===== src/rtl/xlc_pkg.sv =====
package xlc_pkg;
  localparam int unsigned CNT_W_DEF = 8;

  typedef enum logic [1:0] {
    EV_NONE = 2'd0,
    EV_LOAD = 2'd1,
    EV_DEC  = 2'd2
  } cnt_ev_e;

  typedef struct packed {
    logic reload;
    logic pend;
    logic done;
  } flag_s;
endpackage


===== src/rtl/xlc_counter.sv =====
module xlc_counter import xlc_pkg::*; #(
  parameter int unsigned CNT_W = CNT_W_DEF
) (
  input  logic             clk,
  input  logic             rst,
  input  logic             wr,
  input  logic [CNT_W-1:0] wdata,
  input  logic             byte_done,
  input  logic             active,
  output logic [CNT_W-1:0] count_q,
  output logic             last_byte
);
  localparam logic [CNT_W-1:0] ONE  = CNT_W'(1);
  localparam logic [CNT_W-1:0] ZERO = '0;

  cnt_ev_e ev;

  always_comb begin
    if (wr)
      ev = EV_LOAD;
    else if (byte_done && active && count_q != ZERO)
      ev = EV_DEC;
    else
      ev = EV_NONE;
  end

  assign last_byte = (ev == EV_DEC) && (count_q == ONE);

  always_ff @(posedge clk) begin
    if (rst)
      count_q <= ZERO;
    else begin
      case (ev)
        EV_LOAD: count_q <= wdata;
        EV_DEC:  count_q <= count_q - ONE;
        default: count_q <= count_q;
      endcase
    end
  end

  // no wrap below zero
  p_no_wrap_r3: assert property (@(posedge clk) disable iff (rst)
    (count_q == ZERO && !wr) |=> (count_q == ZERO));

  // inactive counter holds
  p_idle_hold_r4: assert property (@(posedge clk) disable iff (rst)
    (!active && !wr) |=> $stable(count_q));
endmodule


===== src/rtl/xlc_flags.sv =====
module xlc_flags import xlc_pkg::*; (
  input  logic  clk,
  input  logic  rst,
  input  logic  wr,
  input  logic  wdata_nz,
  input  logic  reload_in,
  input  logic  last_byte,
  input  logic  ctrl_mode,
  output flag_s flags_q,
  output logic  pend_next
);
  flag_s nxt;

  always_comb begin
    nxt = flags_q;
    if (wr) begin
      nxt.reload = reload_in;
      nxt.done   = 1'b0;
      if (wdata_nz)
        nxt.pend = 1'b0;
    end else if (last_byte) begin
      if (flags_q.reload)
        nxt.pend = 1'b1;
      else if (ctrl_mode)
        nxt.done = 1'b1;
    end
  end

  assign pend_next = nxt.pend;

  always_ff @(posedge clk) begin
    if (rst)
      flags_q <= '0;
    else
      flags_q <= nxt;
  end

  // flag holds until a non-zero count write
  p_pend_hold_r7: assert property (@(posedge clk) disable iff (rst)
    (flags_q.pend && !(wr && wdata_nz)) |=> flags_q.pend);

  // non-zero write clears the flag
  p_pend_clear_r7: assert property (@(posedge clk) disable iff (rst)
    (wr && wdata_nz) |=> !flags_q.pend);

  // completion flags exclusive
  p_excl_r8: assert property (@(posedge clk) disable iff (rst)
    !(flags_q.pend && flags_q.done));
endmodule


===== src/rtl/xlc_outputs.sv =====
module xlc_outputs (
  input  logic clk,
  input  logic rst,
  input  logic pend_next,
  input  logic pend_ie,
  output logic hold_q,
  output logic irq_q
);
  always_ff @(posedge clk) begin
    if (rst) begin
      hold_q <= 1'b0;
      irq_q  <= 1'b0;
    end else begin
      hold_q <= pend_next;
      irq_q  <= pend_next & pend_ie;
    end
  end

  // interrupt only while a hold is requested
  p_irq_needs_hold_r6: assert property (@(posedge clk) disable iff (rst)
    irq_q |-> hold_q);
endmodule


===== src/rtl/i2c_xfer_len_ctr.sv =====
module i2c_xfer_len_ctr import xlc_pkg::*; #(
  parameter int unsigned CNT_W = CNT_W_DEF
) (
  input  logic             clk,
  input  logic             rst,
  input  logic             ctrl_mode,
  input  logic             tgt_cnt_en,
  input  logic             pend_ie,
  input  logic             len_wr,
  input  logic [CNT_W-1:0] len_wdata,
  input  logic             reload_in,
  input  logic             byte_done,
  output logic [CNT_W-1:0] count_o,
  output logic             reload_pend_o,
  output logic             xfer_done_o,
  output logic             hold_scl_o,
  output logic             irq_o
);
  logic  active;
  logic  last_byte;
  logic  pend_next;
  flag_s flags;

  assign active = ctrl_mode | tgt_cnt_en;

  xlc_counter #(.CNT_W(CNT_W)) u_cnt (
    .clk       (clk),
    .rst       (rst),
    .wr        (len_wr),
    .wdata     (len_wdata),
    .byte_done (byte_done),
    .active    (active),
    .count_q   (count_o),
    .last_byte (last_byte)
  );

  xlc_flags u_flags (
    .clk       (clk),
    .rst       (rst),
    .wr        (len_wr),
    .wdata_nz  (|len_wdata),
    .reload_in (reload_in),
    .last_byte (last_byte),
    .ctrl_mode (ctrl_mode),
    .flags_q   (flags),
    .pend_next (pend_next)
  );

  xlc_outputs u_out (
    .clk       (clk),
    .rst       (rst),
    .pend_next (pend_next),
    .pend_ie   (pend_ie),
    .hold_q    (hold_scl_o),
    .irq_q     (irq_o)
  );

  assign reload_pend_o = flags.pend;
  assign xfer_done_o   = flags.done;

  // SCL hold mirrors the reload-pending flag
  p_hold_tracks_r5: assert property (@(posedge clk) disable iff (rst)
    hold_scl_o == reload_pend_o);
endmodule


===== config.mk =====
export PLATFORM = sky130hd
export DESIGN_NAME = i2c_xfer_len_ctr
export DESIGN_NICKNAME = d
export VERILOG_FILES = /design/src/rtl/xlc_pkg.sv /design/src/rtl/xlc_counter.sv /design/src/rtl/xlc_flags.sv /design/src/rtl/xlc_outputs.sv /design/src/rtl/i2c_xfer_len_ctr.sv
export SDC_FILE = /design/constraint.sdc
export NUM_CORES = 1
export LEC_CHECK = 0
export ABC_AREA = 0
export CAP_MARGIN = 20
export CORE_UTILIZATION = 44
export DETAILED_ROUTE_END_ITERATION = 12
export GPL_ROUTABILITY_DRIVEN = 0
export PLACE_DENSITY_LB_ADDON = 0.12
export RECOVER_POWER = 100
export SLEW_MARGIN = 20
export SYNTH_ARGS = -nofsm -noshare
export SYNTH_HDL_FRONTEND = slang
export SYNTH_SLANG_ARGS = --single-unit

===== constraint.sdc =====
create_clock -name clk -period 3.4 [get_ports clk]
set_input_delay 0.51 -clock clk [delete_from_list [all_inputs] [get_ports clk]]
set_output_delay 0.51 -clock clk [all_outputs]
set_load 0.02 [all_outputs]

==> results.json, run 1 <==
{
  "status": "complete, no violations",
  "fin_crit_ns": 2.31,
  "crit_path_start_kind": "input port",
  "min_path_type": "flop to flop",
  "design.core.area_sq_mm": 0.00138,
  "areaGrowthSynthToFinish_pct": 41.6,
  "synth-seq-cells": 12,
  "synthArstFlopShare": 0,
  "routed_wl_um": 1600,
  "syn_avg_cell_area_sq_um": 8.65,
  "timing.final.ws_setup_ns": 1.09,
  "first_pass_iters": 4,
  "pin_count": 28,
  "combPwrFrac": 0.283,
  "crit_arrival_ns": 2.50,
  "rows": 13,
  "synth_edf_count": 0,
  "required_ns": 3.59,
  "die_h_um": 41.7,
  "grt_util_all_layers": 0.219,
  "dp.cells": 118,
  "grt_setup_unrepaired": "false",
  "finalSetupViolations": 0,
  "power_density_mw_per_mm2": 356,
  "pwr-share-seq": 0.470,
  "cts-root-buf": "clkbuf_4",
  "finish.utilization": 0.709,
  "yosysWarnings": 0,
  "clockBufferDepth": 2,
  "path_class": "input port to flop",
  "grt_start_max_net_pins": 15,
  "synth_cells": 80,
  "netSwitchingFraction": 0.308,
  "slew_headroom": 0.653,
  "fp.dieW_um": 41.7,
  "io_buffer_count": 27,
  "worstMarginPinSlew_ns": 0.516,
  "p_sw_w": 0.000107,
  "fin_cells": 121,
  "synthFlopType": "dfxtp_1",
  "seq_area_sq_um": 240,
  "clock_latency_ns": 0.27,
  "worstSetupEndpointType": "flop",
  "final_antenna_net_count": 0,
  "yosysUniqueCellTypes": 30,
  "yosys-top-cells-count": "dfxtp_1 (12), nor2_1 (9), nor3_1 (7)",
  "antenna_found_initial": 0,
  "period_share": 0.678,
  "hold_slack_ns": 0.540,
  "finClkSkew_ns": 0.00271,
  "htree_levels": 1,
  "start_util": 0.500,
  "yosys.area.top_type_share": 0.347,
  "ys_seq_area_frac": 0.347,
  "synth_area_sq_um": 692,
  "p_leak_nw": 0.381,
  "post-place-ws_ns": 0.869,
  "syn_nets": 99,
  "cts_resized": 0,
  "cts_setup_buffers": 0,
  "ir_drop_uv": 243,
  "yosysMostFrequentCell": "dfxtp_1",
  "ys_top_cells_by_area": "dfxtp_1 (35%), ha_1 (5.4%), nor3_1 (5.1%)",
  "cts.sinks": 12,
  "synth_top_area_cell": "dfxtp_1",
  "fmax_mhz": 434,
  "hold_violations": 0,
  "drive_gt1_frac": 0.0472,
  "final_nets": 127,
  "fillers": 116,
  "p_clk_frac": 0.247,
  "maxSlewViolCount": 0,
  "tritoncts": "built",
  "die_area_sq_mm": 0.00174,
  "cts_buffers": 3,
  "vias": 701,
  "drtIter0Drc": 26,
  "drv_cap": 0,
  "ctsHoldBuffers": 0,
  "wire_per_inst_um": 13.2,
  "cp_max_fo": 13,
  "antennaDiodeCount": 0,
  "grt_pass1_vias": 672,
  "multi_input_area_sq_um": 405,
  "grt_pass1_wl_um": 2940,
  "internal-power_w": 0.000241,
  "path_clk_slew_ns": 0.07,
  "setup_tns_ns": 0,
  "post-dp-hpwl_um": 1270,
  "via_per_inst": 5.79,
  "drc_errors": 0,
  "overflow": 0
}
## flip-flops by register name, summed over array words and instances, names as in the netlist
name and count:
u_out.irq_q 1, u_flags.flags_q 3, u_cnt.count_q 8
## cell type report
cell class / instances / share of cell area
timing repair buffer: 27 / 0.276
multi-input combinational: 58 / 0.414
sequential: 12 / 0.245
tap: 15 / 0.0192
clock buffer: 3 / 0.0230
inverter: 6 / 0.0230
## routing by layer
| layer | track usage | vias to the layer above | part of all wire |
|---|---|---|---|
| li1 | - | 356 | - |
| met1 | 0.287 | 318 | 0.47 |
| met2 | 0.347 | 23 | 0.46 |
| met3 | 0.0261 | 4 | 0.051 |
| met4 | 0.123 | 0 | 0.015 |
| met5 | 0 | - | 0 |
## per-stage QoR
| step | area [sq um] | total power, W |
|---|---|---|
| 2_1_floorplan | 692 | 0.000223 |
| 3_3_place_gp | 962 | 0.000268 |
| 3_5_place_dp | 962 | 0.000270 |
| 4_1_cts | 985 | 0.000358 |
| 5_1_grt | 980 | 0.000372 |
| 6_report | 980 | 0.000349 |
## critical path: stages
cell,delay (ns)
dlygate4sd3_1,0.71
or4b_1,0.57
nor4_1,0.37
a22oi_1,0.15
nor3b_1,0.18
## placed cells by master, fill, tap and decap left out, drive strengths merged, types with 2 or more instances in the layout
cell type,n
xnor2,3
ha,3
nor3b,2
a21oi,4
dfxtp,12
clkbuf,3
nor2,9
inv,6
clkdlybuf4s50,13
nor3,7
nor4,3
dlygate4sd3,14
and4,2
o21ai,3
mux2i,3
a211oi,5
or4,3
## cell families (layout without fill, tap and decap cells)
family / Yosys count / count (layout) / share of synthesized area
flops: 12 / 12 / 0.347
compound gates: 19 / 19 / 0.190
mux: 3 / 3 / 0.0434
xor+xnor: 3 / 3 / 0.0380
buf+inv: 10 / 36 / 0.0597
fa+ha+maj: 3 / 3 / 0.0543
simple gates: 30 / 30 / 0.268
## power by group through the flow
stage | Sequential [W] | Clock (W) | Combinational [W]
final | 0.000164 | 0.0000863 | 0.0000987
after global routing | 0.000166 | 0.0000965 | 0.000110
after CTS | 0.000164 | 0.0000908 | 0.000103
after detailed placement | 0.000167 | 0 | 0.000102
after global placement | 0.000167 | 0 | 0.000102
after floorplan | 0.000174 | 0 | 0.0000487
## path summary, 6_finish.rpt
path | slack (ns) | to | depth (start not counted) | from
worst max-delay path | 1.09 | u_out.irq_q | 5 | len_wr
worst min-delay path | 0.54 | u_flags.flags_q[0] | 2 | u_flags.flags_q[0]
worst max register to register | 1.35 | u_out.irq_q | 6 | u_cnt.count_q[0]
worst min register to register | 0.54 | u_flags.flags_q[0] | 2 | u_flags.flags_q[0]
Note: power is estimated with default switching activity, not from simulation.
==> inputs of run 2 (changes only) <==
CORE_UTILIZATION = 41   (was 44)
clock period = 2.13 ns   (was 3.4 ns; I/O delays follow)
==> run 2 against run 1 <==
Sequential power increased by 55%. Clock skew decreased by 0.00076 ns. Wire length increased by 13%. Cell count increased by 6.6%. Worst hold slack got worse by 0.020 ns. Non-clock buffer count increased by 6. Utilization decreased by 3.1 points. Sequential cell count unchanged.
==> results.json, run 2 (same netlist as run 1, synthesis figures left out) <==
{
  "status": "complete, no violations",
  "final_cell_area_sq_mm": 0.00104,
  "worstSetupEndpointType": "flop",
  "cp_max_fo": 4,
  "first_pass_iters": 4,
  "die_area_sq_mm": 0.00186,
  "min_path_type": "flop to flop",
  "timing.final.ws_setup_ns": 0.275,
  "htree_levels": 1,
  "post-place-ws_ns": 0.0134,
  "cts_setup_buffers": 0,
  "start_util": 0.449,
  "dpl-instance-area_sq_mm": 0.00101,
  "grt_start_max_net_pins": 15,
  "tritoncts": "built",
  "grt_util_all_layers": 0.236,
  "pin_count": 28,
  "wire_per_inst_um": 14.0,
  "cts.sinks": 12,
  "cts_buffers": 3,
  "crit_path_start_kind": "flop",
  "vias": 746,
  "areaGrowthSynthToFinish_pct": 51.0,
  "fin_crit_ns": 1.86,
  "drc_errors": 0,
  "grt_pass1_wl_um": 3310,
  "antenna_found_initial": 0,
  "fmax_mhz": 539,
  "power_density_mw_per_mm2": 598,
  "critPathLaunch": "u_cnt.count_q[1]",
  "drive_gt1_frac": 0.115,
  "drv_cap": 0,
  "p_leak_nw": 0.417,
  "die_h_um": 43.1,
  "cts-root-buf": "clkbuf_4",
  "drtIter0Drc": 11,
  "worstMarginPinSlew_ns": 0.514,
  "top_regs": "u_cnt.count_q (8), u_flags.flags_q (3), u_out.irq_q (1)",
  "setup_tns_ns": 0,
  "final_cell_mix": "clkdlybuf4s50_1 (15), dlygate4sd3_1 (12), dfxtp_1 (12)",
  "path_clk_slew_ns": 0.08,
  "ir_drop_uv": 407,
  "mostFrequentLayoutCell": "clkdlybuf4s50_1",
  "routed_wl_um": 1800,
  "rows": 14,
  "via_per_inst": 5.78,
  "final_nets": 133,
  "required_ns": 2.33,
  "dp.cells": 125,
  "overflow": 0,
  "largest_register_ffs": 8,
  "finalSetupViolations": 0,
  "maxSlewViolCount": 0,
  "slew_headroom": 0.656,
  "design.core.area_sq_mm": 0.00154,
  "clockBufferDepth": 2,
  "clock_latency_ns": 0.28,
  "period_share": 0.871,
  "hold_violations": 0,
  "crit_arrival_ns": 2.05,
  "final_antenna_net_count": 0,
  "fin_cells": 129,
  "grt_setup_unrepaired": "false",
  "antennaDiodeCount": 0,
  "path_class": "flop to flop",
  "finClkSkew_ns": 0.00195,
  "fp.dieW_um": 43.1,
  "grt_pass1_vias": 727,
  "min-delay-start": "u_flags.flags_q[0]",
  "r2r-start": "u_cnt.count_q[1]",
  "post-dp-hpwl_um": 1390,
  "top_register": "u_cnt.count_q",
  "fin_total_pwr_w": 0.000625,
  "io_buffer_count": 27
}
[run 2: changes by cell type in the layout (fill, tap and decap cells not counted)]
cell,previous run,this run
nor4b_1,0,1
dlygate4sd3_1,14,12
clkbuf_8,0,1
nor4b_2,1,0
a211oi_1,5,4
nor4_2,0,1
a211oi_2,0,1
clkdlybuf4s50_1,13,15
nor4_1,3,2
buf_4,0,6
[run 2: area by class of cell]
class | instances | area, sq um
Clock buffer | 4 | 36.3
Fill cell | 127 | 497
Inverter | 6 | 22.5
Multi-Input combinational cell | 58 | 410
Sequential cell | 12 | 240
Tap cell | 16 | 20.0
Timing Repair Buffer | 33 | 315
[run 2: metal layers]
| metal | vias to the layer above | global-route usage | part of all wire |
|---|---|---|---|
| met5 | - | 0 | 0 |
| met3 | 4 | 0.0511 | 0.030 |
| li1 | 364 | - | - |
| met1 | 360 | 0.319 | 0.46 |
| met2 | 18 | 0.361 | 0.50 |
| met4 | 0 | 0.0970 | 0.0067 |
[run 2: power by group]
| group | internal (W) | switching, W |
|---|---|---|
| Combinational | 0.0000948 | 0.0000901 |
| Sequential | 0.000239 | 0.0000153 |
| Clock | 0.000104 | 0.0000822 |
[run 2: final timing paths]
check / slack [ns] / end / cells past startpoint
max reg2reg: 0.27 / u_out.irq_q / 6
min: 0.52 / u_flags.flags_q[0] / 2
max: 0.27 / u_out.irq_q / 6
min reg2reg: 0.52 / u_flags.flags_q[0] / 2
[run 2: what timing repair did]
item / 4_1_cts / 5_1_grt
endpoints found under the hold margin: 0 / 0
setup endpoints to repair: 0 / 1
resized for setup: 0 / 1
hold buffers: 0 / 0
[run 2: through the flow]
stage / utilization / hold WS (ns)
2_1_floorplan: - / 0.408
3_3_place_gp: 0.654 / 0.506
3_5_place_dp: 0.654 / 0.515
4_1_cts: 0.678 / 0.532
5_1_grt: 0.678 / 0.562
6_report: 0.678 / 0.521
[run 2: worst max-delay path, stage by stage (launching register included)]
cell and delay [ns]:
dfxtp_1 0.34, inv_1 0.09, ha_1 0.22, or4b_1 0.49, nor4_2 0.30, a22oi_1 0.15
nor3b_1 0.19
==> inputs of run 3 (changes only) <==
--- a/constraint.sdc
+++ b/constraint.sdc
@@ -3,2 +3,2 @@
 set_output_delay 0.3195 -clock clk [all_outputs]
-set_load 0.02 [all_outputs]
+set_load 0.05 [all_outputs]
==> run 3 against run 2 <==
Critical path depth is 5 lower. Die area unchanged. Non-clock buffer count is 3 lower. Sequential cell count unchanged. Critical endpoint is now count_o[3].
==> results.json, run 3 (same netlist as run 1, synthesis figures left out) <==
{
  "fin_cells": 126,
  "top_regs": "u_cnt.count_q (8), u_flags.flags_q (3), u_out.irq_q (1)",
  "p_leak_nw": 0.401,
  "die_area_sq_mm": 0.00186,
  "ir_drop_uv": 504,
  "via_per_inst": 5.55,
  "cp_top_family": "buffers and inverters",
  "cts_resized": 0,
  "period_share": 0.931,
  "mostFrequentLayoutCell": "clkdlybuf4s50_1",
  "grt_setup_unrepaired": "false",
  "crit_arrival_ns": 1.66,
  "design.core.area_sq_mm": 0.00154,
  "fin_crit_ns": 1.98,
  "rows": 14,
  "wire_per_inst_um": 13.8,
  "final_antenna_net_count": 0,
  "power_density_mw_per_mm2": 633,
  "slew_headroom": 0.635,
  "start_util": 0.449,
  "io_buffer_count": 27,
  "cts-root-buf": "clkbuf_4",
  "met1_length_um": 865,
  "drc_errors": 0,
  "slowest_delay_ns": 0.91,
  "cts_setup_buffers": 0,
  "finClkSkew_ns": 0.00209,
  "required_ns": 1.81,
  "clockBufferDepth": 2,
  "worstPathCellList": "dlygate4sd3_1",
  "grt_start_max_net_pins": 15,
  "fp.dieW_um": 43.1,
  "drv_cap": 0,
  "antennaDiodeCount": 0,
  "overflow": 0,
  "worstMarginPinSlew_ns": 0.547,
  "path_clk_slew_ns": 0.08,
  "antenna_found_initial": 0,
  "ctsHoldBuffers": 0,
  "clock_latency_ns": 0.28,
  "top_layer": "met4",
  "worstSetupEndpointType": "output pin",
  "grt_util_all_layers": 0.227,
  "largest_register_ffs": 8,
  "fillers": 133,
  "final_nets": 130,
  "htree_levels": 1,
  "hold_violations": 0,
  "drtIter0Drc": 9,
  "crit_buf_inv": 1,
  "dp.cells": 122,
  "cts.sinks": 12,
  "status": "complete, no violations",
  "tritoncts": "built",
  "top_register": "u_cnt.count_q",
  "multi_input_area_sq_um": 409,
  "maxSlewViolCount": 0,
  "cp_slowest_cell": "dlygate4sd3_1",
  "fmax_mhz": 504,
  "fin_total_pwr_w": 0.000645,
  "cts_buffers": 3,
  "grt_pass1_vias": 699,
  "grt_pass1_wl_um": 3210,
  "min_path_type": "flop to flop",
  "finalSetupViolations": 0,
  "path_class": "flop to output pin",
  "route.met2.wl_um": 797,
  "wl_met3_um": 58,
  "first_pass_iters": 4,
  "routed_wl_um": 1740,
  "final_cell_mix": "clkdlybuf4s50_1 (14), dlygate4sd3_1 (13), dfxtp_1 (10)",
  "vias": 699,
  "setup_tns_ns": 0,
  "drive_gt1_frac": 0.100,
  "pin_count": 28,
  "cp_max_fo": 7,
  "crit_path_start_kind": "flop",
  "seq_area_sq_um": 243,
  "post-dp-hpwl_um": 1340,
  "areaGrowthSynthToFinish_pct": 47.4,
  "die_h_um": 43.1
}
## run 3: worst min-delay path: stages (launching register included)
cell     delay (ns)
dfxtp_1        0.34
a31oi_1        0.04
nor3_1         0.11
## run 3: final cells by class
class | count | share of cell area
inverters | 6 | 0.0221
multi-input cells | 58 | 0.401
repair buffers | 30 | 0.283
clock buffers | 4 | 0.0356
well taps | 16 | 0.0196
flip-flops and latches | 12 | 0.238
## run 3: path summary, 6_finish.rpt
path	start	to	slack (ns)	cells past startpoint
worst min register to register	u_flags.flags_q[0]	u_flags.flags_q[0]	0.53	2
worst max-delay path	u_cnt.count_q[3]	count_o[3]	0.15	1
worst max register to register	u_cnt.count_q[1]	u_out.irq_q	0.15	6
worst min-delay path	u_flags.flags_q[0]	u_flags.flags_q[0]	0.53	2
## run 3: power breakdown
part | internal (W) | switching, W
Combinational | 0.0000861 | 0.000113
Sequential | 0.000240 | 0.0000198
Clock | 0.000104 | 0.0000826
## run 3: layer usage
metal / track usage / up-vias
met5: 0 / -
met4: 0.0545 / 0
met3: 0.0638 / 3
met2: 0.370 / 15
met1: 0.295 / 323
li1: - / 358
## run 3: through the flow
| step | setup WS, ns | hold slack, ns | area (sq um) | util |
|---|---|---|---|---|
| CTS | 0.115 | 0.533 | 1020 | 0.665 |
| detailed placement | 0.0301 | 0.511 | 988 | 0.641 |
| floorplan | 0.167 | 0.408 | 694 | - |
| global placement | 0.0565 | 0.507 | 988 | 0.641 |
| global route | 0.0307 | 0.550 | 1020 | 0.662 |
| finish | 0.146 | 0.530 | 1020 | 0.662 |
